**src/rtl/lockgpio_pkg.sv**
```systemverilog
package lockgpio_pkg;

   localparam int unsigned WORD_W = 32;

   // register offsets (byte addresses)
   localparam logic [7:0] OFS_GUARD   = 8'h00;
   localparam logic [7:0] OFS_DIN     = 8'h04;
   localparam logic [7:0] OFS_MODE_HI = 8'h08;
   localparam logic [7:0] OFS_MODE_LO = 8'h0C;
   localparam logic [7:0] OFS_DSET    = 8'h14;
   localparam logic [7:0] OFS_DCLR    = 8'h18;
   localparam logic [7:0] OFS_HI_CLR  = 8'h50;
   localparam logic [7:0] OFS_LO_SET  = 8'h54;
   localparam logic [7:0] OFS_LO_CLR  = 8'h58;

   // pad behaviour selected by {mode1,mode0}
   typedef enum logic [1:0] {
      PM_FLOAT  = 2'b00,
      PM_PUSH   = 2'b01,
      PM_SINK   = 2'b10,
      PM_SOURCE = 2'b11
   } pad_mode_e;

   // which mode-register operation a write performs
   typedef enum logic [2:0] {
      MW_NONE,
      MW_HI_LOAD,
      MW_LO_LOAD,
      MW_HI_CLR,
      MW_LO_SET,
      MW_LO_CLR
   } mode_wr_e;

endpackage

```
**src/rtl/lockgpio_guard.sv**
```systemverilog
module lockgpio_guard #(
   parameter int unsigned KEY_W = 16,
   parameter logic [KEY_W-1:0] OPEN_KEY = 16'hD42F
) (
   input  logic             clk,
   input  logic             rst_n,
   input  logic             wr_en,
   input  logic [KEY_W-1:0] wr_key,
   output logic             open_o
);

   if (KEY_W < 1 || KEY_W > 31) begin : g_bad_key
      $error("lockgpio_guard: KEY_W must be 1..31");
   end

   localparam logic [KEY_W-1:0] CLOSE_KEY = '0;

   logic open_q;

   always_ff @(posedge clk or negedge rst_n) begin
      if (!rst_n)
         open_q <= 1'b0;
      else if (wr_en) begin
         if (wr_key == OPEN_KEY)
            open_q <= 1'b1;
         else if (wr_key == CLOSE_KEY)
            open_q <= 1'b0;
      end
   end

   assign open_o = open_q;

   a_r2_key_opens: assert property (@(posedge clk) disable iff (!rst_n)
      (wr_en && wr_key == OPEN_KEY) |=> open_o);

   a_r3_zero_closes: assert property (@(posedge clk) disable iff (!rst_n)
      (wr_en && wr_key == CLOSE_KEY) |=> !open_o);

   a_r3_other_keeps: assert property (@(posedge clk) disable iff (!rst_n)
      (!wr_en || (wr_key != OPEN_KEY && wr_key != CLOSE_KEY)) |=> $stable(open_o));

endmodule

```
**src/rtl/lockgpio_mode_regs.sv**
```systemverilog
module lockgpio_mode_regs
   import lockgpio_pkg::*;
#(
   parameter int unsigned NUM_PINS = 32
) (
   input  logic                clk,
   input  logic                rst_n,
   input  logic                guard_open,
   input  mode_wr_e            wr_op,
   input  logic [NUM_PINS-1:0] wr_bits,
   output logic [NUM_PINS-1:0] mode_hi,
   output logic [NUM_PINS-1:0] mode_lo
);

   logic [NUM_PINS-1:0] hi_q, lo_q;
   logic [NUM_PINS-1:0] hi_d, lo_d;

   always_comb begin
      hi_d = hi_q;
      lo_d = lo_q;
      if (guard_open) begin
         unique case (wr_op)
            MW_HI_LOAD: hi_d = wr_bits;
            MW_LO_LOAD: lo_d = wr_bits;
            MW_HI_CLR:  hi_d = hi_q & ~wr_bits;
            MW_LO_SET:  lo_d = lo_q | wr_bits;
            MW_LO_CLR:  lo_d = lo_q & ~wr_bits;
            default: ;
         endcase
      end
   end

   always_ff @(posedge clk or negedge rst_n) begin
      if (!rst_n) begin
         hi_q <= '0;
         lo_q <= '0;
      end else begin
         hi_q <= hi_d;
         lo_q <= lo_d;
      end
   end

   assign mode_hi = hi_q;
   assign mode_lo = lo_q;

   a_r4_closed_frozen: assert property (@(posedge clk) disable iff (!rst_n)
      !guard_open |=> ($stable(mode_hi) && $stable(mode_lo)));

   a_r6_lo_set_raises: assert property (@(posedge clk) disable iff (!rst_n)
      (guard_open && wr_op == MW_LO_SET) |=>
         (((mode_lo & $past(wr_bits)) == $past(wr_bits)) && $stable(mode_hi)));

   a_r6_hi_clr_lowers: assert property (@(posedge clk) disable iff (!rst_n)
      (guard_open && wr_op == MW_HI_CLR) |=>
         (((mode_hi & $past(wr_bits)) == '0) && $stable(mode_lo)));

   a_r5_lo_load: assert property (@(posedge clk) disable iff (!rst_n)
      (guard_open && wr_op == MW_LO_LOAD) |=> (mode_lo == $past(wr_bits)));

endmodule

```
**src/rtl/lockgpio_pad_decode.sv**
```systemverilog
module lockgpio_pad_decode
   import lockgpio_pkg::*;
#(
   parameter int unsigned NUM_PINS = 32
) (
   input  logic                clk,
   input  logic                rst_n,
   input  logic [NUM_PINS-1:0] mode_hi,
   input  logic [NUM_PINS-1:0] mode_lo,
   input  logic [NUM_PINS-1:0] dout,
   output logic [NUM_PINS-1:0] drv_val,
   output logic [NUM_PINS-1:0] drv_en
);

   for (genvar p = 0; p < NUM_PINS; p++) begin : g_pin
      pad_mode_e mode;
      logic en, val;

      assign mode = pad_mode_e'({mode_hi[p], mode_lo[p]});

      always_comb begin
         en  = 1'b0;
         val = 1'b0;
         unique case (mode)
            PM_FLOAT:  begin en = 1'b0;     val = 1'b0;    end
            PM_PUSH:   begin en = 1'b1;     val = dout[p]; end
            PM_SINK:   begin en = ~dout[p]; val = 1'b0;    end
            PM_SOURCE: begin en = dout[p];  val = dout[p]; end
            default:   begin en = 1'b0;     val = 1'b0;    end
         endcase
      end

      assign drv_en[p]  = en;
      assign drv_val[p] = val & en;
   end

   a_r8_float_never_drives: assert property (@(posedge clk) disable iff (!rst_n)
      (drv_en & ~mode_hi & ~mode_lo) == '0);

   a_r8_idle_value_low: assert property (@(posedge clk) disable iff (!rst_n)
      (drv_val & ~drv_en) == '0);

   a_r10_sink_only_low: assert property (@(posedge clk) disable iff (!rst_n)
      (drv_val & mode_hi & ~mode_lo) == '0);

   a_r11_source_only_high: assert property (@(posedge clk) disable iff (!rst_n)
      (drv_en & ~drv_val & mode_hi & mode_lo) == '0);

endmodule

```
**src/rtl/lockgpio_in_sync.sv**
```systemverilog
module lockgpio_in_sync #(
   parameter int unsigned NUM_PINS = 32,
   parameter int unsigned STAGES   = 2
) (
   input  logic                clk,
   input  logic                rst_n,
   input  logic [NUM_PINS-1:0] raw_in,
   output logic [NUM_PINS-1:0] sync_out
);

   if (STAGES < 2 || STAGES > 4) begin : g_bad_stages
      $error("lockgpio_in_sync: STAGES must be 2..4");
   end

   logic [STAGES-1:0][NUM_PINS-1:0] chain;

   always_ff @(posedge clk or negedge rst_n) begin
      if (!rst_n)
         chain <= '0;
      else
         chain <= {chain[STAGES-2:0], raw_in};
   end

   assign sync_out = chain[STAGES-1];

endmodule

```
**src/rtl/lockgpio_top.sv**
```systemverilog
module lockgpio_top
   import lockgpio_pkg::*;
#(
   parameter int unsigned NUM_PINS    = 32,
   parameter int unsigned ADDR_W      = 8,
   parameter int unsigned SYNC_STAGES = 2,
   parameter logic [15:0] OPEN_KEY    = 16'hD42F
) (
   input  logic                clk,
   input  logic                rst_n,
   input  logic                reg_sel,
   input  logic                reg_we,
   input  logic [ADDR_W-1:0]   reg_addr,
   input  logic [WORD_W-1:0]   reg_wdata,
   output logic [WORD_W-1:0]   reg_rdata,
   input  logic [NUM_PINS-1:0] pad_di,
   output logic [NUM_PINS-1:0] pad_do,
   output logic [NUM_PINS-1:0] pad_oe
);

   if (NUM_PINS < 1 || NUM_PINS > WORD_W) begin : g_bad_pins
      $error("lockgpio_top: NUM_PINS must be 1..32");
   end
   if (ADDR_W < 8) begin : g_bad_addr
      $error("lockgpio_top: ADDR_W must be at least 8");
   end

   localparam int unsigned KEY_W      = 16;
   localparam int unsigned STATUS_BIT = WORD_W - 1;

   logic                wr_strobe, rd_strobe;
   logic                hit_guard, hit_din, hit_mhi, hit_mlo;
   logic                hit_dset, hit_dclr, hit_hclr, hit_lset, hit_lclr;
   logic                guard_open;
   mode_wr_e            mode_op;
   logic [NUM_PINS-1:0] wr_pins;
   logic [NUM_PINS-1:0] mode_hi, mode_lo;
   logic [NUM_PINS-1:0] dout_q;
   logic [NUM_PINS-1:0] din_sync;

   assign wr_strobe = reg_sel &  reg_we;
   assign rd_strobe = reg_sel & ~reg_we;
   assign wr_pins   = reg_wdata[NUM_PINS-1:0];

   assign hit_guard = (reg_addr == ADDR_W'(OFS_GUARD));
   assign hit_din   = (reg_addr == ADDR_W'(OFS_DIN));
   assign hit_mhi   = (reg_addr == ADDR_W'(OFS_MODE_HI));
   assign hit_mlo   = (reg_addr == ADDR_W'(OFS_MODE_LO));
   assign hit_dset  = (reg_addr == ADDR_W'(OFS_DSET));
   assign hit_dclr  = (reg_addr == ADDR_W'(OFS_DCLR));
   assign hit_hclr  = (reg_addr == ADDR_W'(OFS_HI_CLR));
   assign hit_lset  = (reg_addr == ADDR_W'(OFS_LO_SET));
   assign hit_lclr  = (reg_addr == ADDR_W'(OFS_LO_CLR));

   always_comb begin
      mode_op = MW_NONE;
      if (wr_strobe) begin
         if (hit_mhi)       mode_op = MW_HI_LOAD;
         else if (hit_mlo)  mode_op = MW_LO_LOAD;
         else if (hit_hclr) mode_op = MW_HI_CLR;
         else if (hit_lset) mode_op = MW_LO_SET;
         else if (hit_lclr) mode_op = MW_LO_CLR;
      end
   end

   lockgpio_guard #(
      .KEY_W    (KEY_W),
      .OPEN_KEY (OPEN_KEY)
   ) u_guard (
      .clk    (clk),
      .rst_n  (rst_n),
      .wr_en  (wr_strobe & hit_guard),
      .wr_key (reg_wdata[KEY_W-1:0]),
      .open_o (guard_open)
   );

   lockgpio_mode_regs #(
      .NUM_PINS (NUM_PINS)
   ) u_modes (
      .clk        (clk),
      .rst_n      (rst_n),
      .guard_open (guard_open),
      .wr_op      (mode_op),
      .wr_bits    (wr_pins),
      .mode_hi    (mode_hi),
      .mode_lo    (mode_lo)
   );

   // output data: write-one-to-set / write-one-to-clear, not guarded
   always_ff @(posedge clk or negedge rst_n) begin
      if (!rst_n)
         dout_q <= '0;
      else if (wr_strobe && hit_dset)
         dout_q <= dout_q | wr_pins;
      else if (wr_strobe && hit_dclr)
         dout_q <= dout_q & ~wr_pins;
   end

   lockgpio_pad_decode #(
      .NUM_PINS (NUM_PINS)
   ) u_decode (
      .clk     (clk),
      .rst_n   (rst_n),
      .mode_hi (mode_hi),
      .mode_lo (mode_lo),
      .dout    (dout_q),
      .drv_val (pad_do),
      .drv_en  (pad_oe)
   );

   lockgpio_in_sync #(
      .NUM_PINS (NUM_PINS),
      .STAGES   (SYNC_STAGES)
   ) u_sync (
      .clk      (clk),
      .rst_n    (rst_n),
      .raw_in   (pad_di),
      .sync_out (din_sync)
   );

   always_comb begin
      reg_rdata = '0;
      if (rd_strobe) begin
         if (hit_guard)    reg_rdata[STATUS_BIT] = guard_open;
         else if (hit_din) reg_rdata = WORD_W'(din_sync);
         else if (hit_mhi) reg_rdata = WORD_W'(mode_hi);
         else if (hit_mlo) reg_rdata = WORD_W'(mode_lo);
      end
   end

   a_r7_set_raises: assert property (@(posedge clk) disable iff (!rst_n)
      (wr_strobe && hit_dset) |=> ((dout_q & $past(wr_pins)) == $past(wr_pins)));

   a_r7_clr_lowers: assert property (@(posedge clk) disable iff (!rst_n)
      (wr_strobe && hit_dclr) |=> ((dout_q & $past(wr_pins)) == '0));

   a_r13_idle_reads_zero: assert property (@(posedge clk) disable iff (!rst_n)
      !rd_strobe |-> (reg_rdata == '0));

endmodule

```
**config.mk**
```make
export PLATFORM = sky130hd
export DESIGN_NAME = lockgpio_top
export DESIGN_NICKNAME = d
export VERILOG_FILES = /design/src/rtl/lockgpio_pkg.sv /design/src/rtl/lockgpio_guard.sv /design/src/rtl/lockgpio_mode_regs.sv /design/src/rtl/lockgpio_pad_decode.sv /design/src/rtl/lockgpio_in_sync.sv /design/src/rtl/lockgpio_top.sv
export SDC_FILE = /design/constraint.sdc
export NUM_CORES = 1
export LEC_CHECK = 0
export ABC_AREA = 1
export BUFFER_PORTS_ARGS = -buffer_cell sky130_fd_sc_hd__buf_2
export CAP_MARGIN = 10
export CORE_UTILIZATION = 60
export DETAILED_ROUTE_END_ITERATION = 7
export HOLD_SLACK_MARGIN = 0.15
export PLACE_DENSITY = 0.86
export SYNTH_ARGS = -nofsm -noshare
export SYNTH_HDL_FRONTEND = slang
export SYNTH_SLANG_ARGS = --single-unit
```
**constraint.sdc**
```tcl
create_clock -name clk -period 1.9 [get_ports clk]
set_input_delay 0.095 -clock clk [delete_from_list [all_inputs] [get_ports clk]]
set_output_delay 0.095 -clock clk [all_outputs]
set_load 0.01 [all_outputs]
```
; After elaboration in Yosys (flattened, before gate mapping)
; Index checks and enable logic that the tools add are counted.
; W data, S select, Z words.
[totals]
inputBits = 76
elab_cells = 379
ff_bits = 161
output_inout_bits = 96
[op_classes]
n_mux = 82
bitwise_logic = 74
eq_ne = 110
n_reduce_logical = 107
[op_table]
columns = op, n
row1 = $mux W32, 6
row2 = $eq A2 B2 Y1 const B, 64
row3 = $pmux W1 S4, 32
row4 = $reduce_or A2 Y1, 64
row5 = $and A32 B32 Y32, 3
row6 = $pmux W32 S3, 1
row7 = $eq A2 B1 Y1 const B, 32
row8 = $logic_not A2 Y1, 32
row9 = $or A32 B32 Y32, 2
row10 = $pmux W1 S2, 32
row11 = $pmux W32 S2, 1
row12 = $and A1 B1 Y1, 35
row13 = $not A1 Y1, 33
row14 = $not A32 Y32, 1
row15 = $mux W31, 1
row16 = $eq A8 B7 Y1 const B, 3
row17 = $mux W3, 6
row18 = $eq A16 B16 Y1 const B, 1
row19 = $eq A8 B4 Y1 const B, 2
row20 = $eq A8 B5 Y1 const B, 2
row21 = $logic_not A16 Y1, 1
row22 = $eq A8 B3 Y1 const B, 1
row23 = $logic_not A8 Y1, 1
row24 = $eq A3 B2 Y1 const B, 2
row25 = other kinds (7), 15

; Logic depth before layout (Yosys ltp)
[depth]
depth_word = 10
mapped_depth = 11
mapped_depth_nobuf = 10

; Hierarchy
; From an unflattened synthesis, not the netlist that was laid out.
[hier_totals]
cells_unflattened = 1290
area_unflattened_um2 = 9141.3
[modules_own_cells]
columns = module, instances, cells_per_inst, seq_area_each_um2, area_each_um2
row1 = lockgpio_mode_regs, 1, 419, 1601.5, 3110.5
row2 = lockgpio_top, 1, 430, 800.8, 2607.5
row3 = lockgpio_in_sync, 1, 96, 1601.5, 1841.8
row4 = lockgpio_pad_decode, 1, 320, 0.0, 1441.4
row5 = lockgpio_guard, 1, 25, 25.0, 140.1

; Worst setup path after synthesis
; No wires, ideal clock.
[synth_path]
path_type = input -> output
startpoint = input port reg_addr[6]
endpoint = output port reg_rdata[31]
path_stages = 8
required_time_ps = 1805
t_arrival_ps = 1160
n_path_buf = 1
setup_slack_ps = 645
cell_sequence = nor2_1 -> nand2_1 -> inv_2 -> nand2_1 -> inv_1 -> clkbuf_1 -> nand2_1 -> a31oi_1
[synth_between]
elab_chain_len = 6
word_cells_on_any_way = 9
classes_between = 3 x eq/ne / 5 x mux / 1 x reduce/logical
[synth_rtl]
columns = element, line
row1 = start: declaration, lockgpio_top.sv:13  ; input logic [ADDR_W-1:0] reg_addr,
row2 = $eq A8 B4 Y1, lockgpio_top.sv:48  ; assign hit_mlo = (reg_addr == ADDR_W'(OFS_MODE_LO));
row3 = $mux W32, lockgpio_top.sv:127  ; else if (hit_mlo) reg_rdata = WORD_W'(mode_lo);
row4 = $mux W32, lockgpio_top.sv:126  ; else if (hit_mhi) reg_rdata = WORD_W'(mode_hi);
row5 = $mux W32, lockgpio_top.sv:125  ; else if (hit_din) reg_rdata = WORD_W'(din_sync);
row6 = $mux W1 *, lockgpio_top.sv:124  ; if (hit_guard) reg_rdata[STATUS_BIT] = guard_open;
row7 = $mux W32 *, lockgpio_top.sv:123  ; if (rd_strobe) begin
row8 = end: declaration, lockgpio_top.sv:15  ; output logic [WORD_W-1:0] reg_rdata,
; Every way passes the cells marked *; elsewhere a longest branch is shown, timed or not.

; Worst setup path in the final report
[layout_path]
startpoint = input port reg_addr[0]
endpoint = output port reg_rdata[4]
[layout_between]
elab_chain_len = 6
word_cells_on_any_way = 9
classes_between = 3 x eq/ne / 5 x mux / 1 x reduce/logical
[layout_rtl]
columns = element, line
row1 = $eq A8 B4 Y1, lockgpio_top.sv:48
row2 = $mux W32, lockgpio_top.sv:127
row3 = $mux W32, lockgpio_top.sv:126
row4 = $mux W32, lockgpio_top.sv:125
row5 = $mux W31 *, lockgpio_top.sv:124
row6 = $mux W32 *, lockgpio_top.sv:123
; Marks and branches as above.

==> results.rst <==
.. list-table::
   :header-rows: 1

   * - Metric
     - Value
   * - Wirelength per Cell
     - 16.3 µm
   * - Global-route wire length before repair
     - about 40,000 µm
   * - Worst path max stage delay
     - 0.31 ns
   * - Final setup vio count
     - 0
   * - Final core utilization
     - 0.787
   * - Sinks on the clock net
     - between 150 and 200
   * - Highest achievable clock rate
     - 0.589 GHz
   * - Cells after synthesis
     - ~1,100
   * - Maximum root-to-sink buffer count
     - 2
   * - Hold Path Class
     - input port to asynchronous set/reset pin
   * - Total die area
     - 0.0143 mm²
   * - Slew Limit Fails
     - 0
   * - Max transition margin
     - 0.693
   * - Remaining antenna violation count
     - 0
   * - Buffers plus inverters on the worst setup path
     - 6
   * - H-tree Lvls
     - 4
   * - GRT Overall Usage
     - 0.363
   * - Count of max-cap constraint violations
     - 0
   * - CP Cell Sequence
     - buf_2 > inv_1 > nand2_1 > nor2_2 > nand2_1 > inv_1 > buf_12 > nand2_1 > nand3_1 > nand2_1 > inv_1 > buf_2
   * - Clock network latency to the later pin of the worst-skew pair
     - 0.44 ns
   * - DRT Pass-1 Iters
     - 7
   * - Peak supply drop
     - between 600 and 700 µV
   * - Number of gates given a new drive strength after cts
     - 0
   * - Boundary Pins
     - 172
   * - Cell repeated most along the worst path
     - sky130_fd_sc_hd__nand2_1
   * - Cell at the slowest stage of the critical path
     - sky130_fd_sc_hd__inv_1
   * - Postcts setup bufs
     - 0
   * - Largest delay share family, worst path
     - buffers and inverters
   * - Crit share post-route
     - 0.893
   * - Sequential cell area fraction in the yosys report
     - 0.487
   * - Avg Inst Size Synth
     - 7.41 µm²
   * - Number of hold buffers added after CTS
     - 65
   * - Number of distinct library cell variants in the gate-level netlist after synthesis
     - 25
   * - Number of antenna violations at the first check in global routing
     - 0
   * - Number of vias per cell
     - 5.72
   * - Top cell type by total area after synthesis
     - sky130_fd_sc_hd__dfrtp_1
   * - Outcome
     - finished, final reports clean
   * - Fill count
     - 884
   * - Synth cell count leaders
     - sky130_fd_sc_hd__nand2_1 (389), sky130_fd_sc_hd__nand3_1 (165), sky130_fd_sc_hd__dfrtp_1 (161)
   * - Clock period minus final worst setup slack
     - 1.70 ns
   * - Nets in the synthesized netlist
     - 1,193
   * - Post-DP HPWL
     - 15,500 µm
   * - Number of enable flip-flop cells after synthesis
     - 0
   * - Most numerous cell in the Yosys netlist
     - sky130_fd_sc_hd__nand2_1
   * - Highest metal layer with signal wires
     - met4
   * - Largest net degree at the start of global routing
     - 53
   * - Routed wire length on met3
     - 2520 µm
   * - Final WL
     - 24,700 µm
   * - Metal2 WL
     - approximately 12,000 µm
   * - Final clock skew
     - 0.00588 ns
   * - DRC violations left
     - 0
   * - Ratio of total power to cell area
     - 728 mW/mm²
   * - Starting Density
     - 0.620
   * - Dominant synthesized flop cell
     - sky130_fd_sc_hd__dfrtp_1
   * - Setup total negative slack
     - 0 ns
   * - Clock-pin slew on the worst setup and hold paths
     - 0.06 ns
   * - Register bit total from synthesis
     - 161
   * - M1 WL
     - 9040 µm
   * - Number of global-route vias before repair
     - 8,394
   * - Total power consumption of the routed design
     - 7.64 mW
   * - RSZ-0062 raised after global routing
     - no
   * - Top post-synthesis cells by area
     - sky130_fd_sc_hd__dfrtp_1 (49%), sky130_fd_sc_hd__nand2_1 (18%), sky130_fd_sc_hd__nand3_1 (10%)
   * - Worst Path Arrival
     - 1.60 ns
   * - Core area
     - roughly 0.013 mm²
   * - Standard-cell rows
     - 42
   * - Total overflow reported by the global router
     - 0
   * - CP startpoint kind
     - input port
   * - Hold Vio Cnt, Final
     - 0
   * - Antenna cell count
     - 0
   * - Pin slew with the least headroom to its limit
     - 0.460 ns
   * - Synthesized cell area
     - 0.00828 mm²
   * - Final estimated routing congestion in global placement
     - ~0.86
   * - Share of synthesized flip-flops with an asynchronous set or reset
     - 1.00
   * - Layout cells sized above 1
     - 0.189
   * - Number of DRC markers after the initial detailed-route iteration
     - 1,019
   * - CP Max Fanout
     - 12
   * - Kind of critical path
     - input port to output pin
   * - IO Port Bufs
     - around 170
   * - P&R area growth vs syn
     - 26.8%
   * - Die span in x
     - 119 µm
   * - Number of warnings issued by yosys
     - 0
   * - Number of vias in the routed layout
     - 8,632
   * - CP endpoint kind
     - output pin
   * - Die height
     - 119 µm
   * - Root buffer cell
     - sky130_fd_sc_hd__clkbuf_16
   * - TritonCTS buffer count
     - 17
   * - Data required time at the worst endpoint
     - roughly 1.8 ns
   * - CTS tree
     - built
   * - Leakage Power
     - 5.99 nW
   * - Area share of the leading cell type in the synthesized netlist
     - 0.487
   * - Number of nets in the layout
     - 1,396
==> placed cells by master (no fill, tap or decap), types with 10 or more instances in the layout <==
master	Yosys	routed
sky130_fd_sc_hd__clkbuf_16	0	17
sky130_fd_sc_hd__dfrtp_1	161	160
sky130_fd_sc_hd__buf_4	38	25
sky130_fd_sc_hd__nor2_1	77	76
sky130_fd_sc_hd__o211ai_1	10	10
sky130_fd_sc_hd__nand3_1	165	164
sky130_fd_sc_hd__inv_1	105	105
sky130_fd_sc_hd__nand2_1	389	389
sky130_fd_sc_hd__buf_2	19	170
sky130_fd_sc_hd__o21ai_0	67	66
sky130_fd_sc_hd__nand4_1	38	38
sky130_fd_sc_hd__dlygate4sd3_1	0	65
==> stage by stage <==
| step | setup WS (ns) | hold slack (ns) | area, µm² | instances |
|---|---|---|---|---|
| after global placement | 0.293 | 0.0549 | 9220 | 1412 |
| after detailed placement | 0.177 | 0.0572 | 9220 | 1412 |
| final | 0.203 | 0.175 | 10500 | 1509 |
| after CTS | 0.263 | 0.175 | 10500 | 1509 |
| after global routing | 0.0755 | 0.202 | 10500 | 1509 |
| after floorplan | 0.645 | -0.201 | 8280 | 1117 |
==> cell families after synthesis <==
group	Yosys count	synth area share
AND/OR/NAND/NOR	682	0.352
flip-flops	161	0.487
AO/OA/AOI/OAI	80	0.0529
buffers and inverters	194	0.108
==> report_power, final <==
group | switching, mW | internal (mW)
sequential | 0.0341 | 3.52
combinational | 0.263 | 0.187
clock | 1.41 | 2.23
==> path summary, 6_finish.rpt <==
path,startpoint,end,slack (ns),cells past startpoint
setup / recovery,reg_addr[0],reg_rdata[4],0.20,12
hold / removal,rst_n,u_sync.chain[5]$_DFF_PN0_,0.18,2
setup reg to reg,u_guard.open_o$_DFFE_PN0P_,u_modes.mode_hi[25]$_DFFE_PN0P_,0.43,6
hold reg to reg,u_sync.chain[24]$_DFF_PN0_,u_sync.sync_out[24]$_DFF_PN0_,0.34,0
max in group asynchronous,rst_n,asynchronous set/reset pin,1.03,3
min in group clk,pad_di[29],u_sync.chain[29]$_DFF_PN0_,0.29,2
==> layer usage <==
layer  vias to the layer above  global-route usage
li1                       3947                   -
met1                      3993               0.448
met2                       563               0.591
met3                       129              0.0852
met4                         0               0.193
met5                         -                   0
==> area by class of cell <==
cell class,instances,area [µm²],share of cell area
flip-flops and latches,161,4030,0.384
multi-input cells,762,3370,0.321
repair buffers,268,1840,0.175
clock buffers,18,439,0.0418
inverters,110,413,0.0393
well taps,176,220,0.0210
clock inverters,14,189,0.0180
No activity file was read; power rests on OpenSTA's default activity.
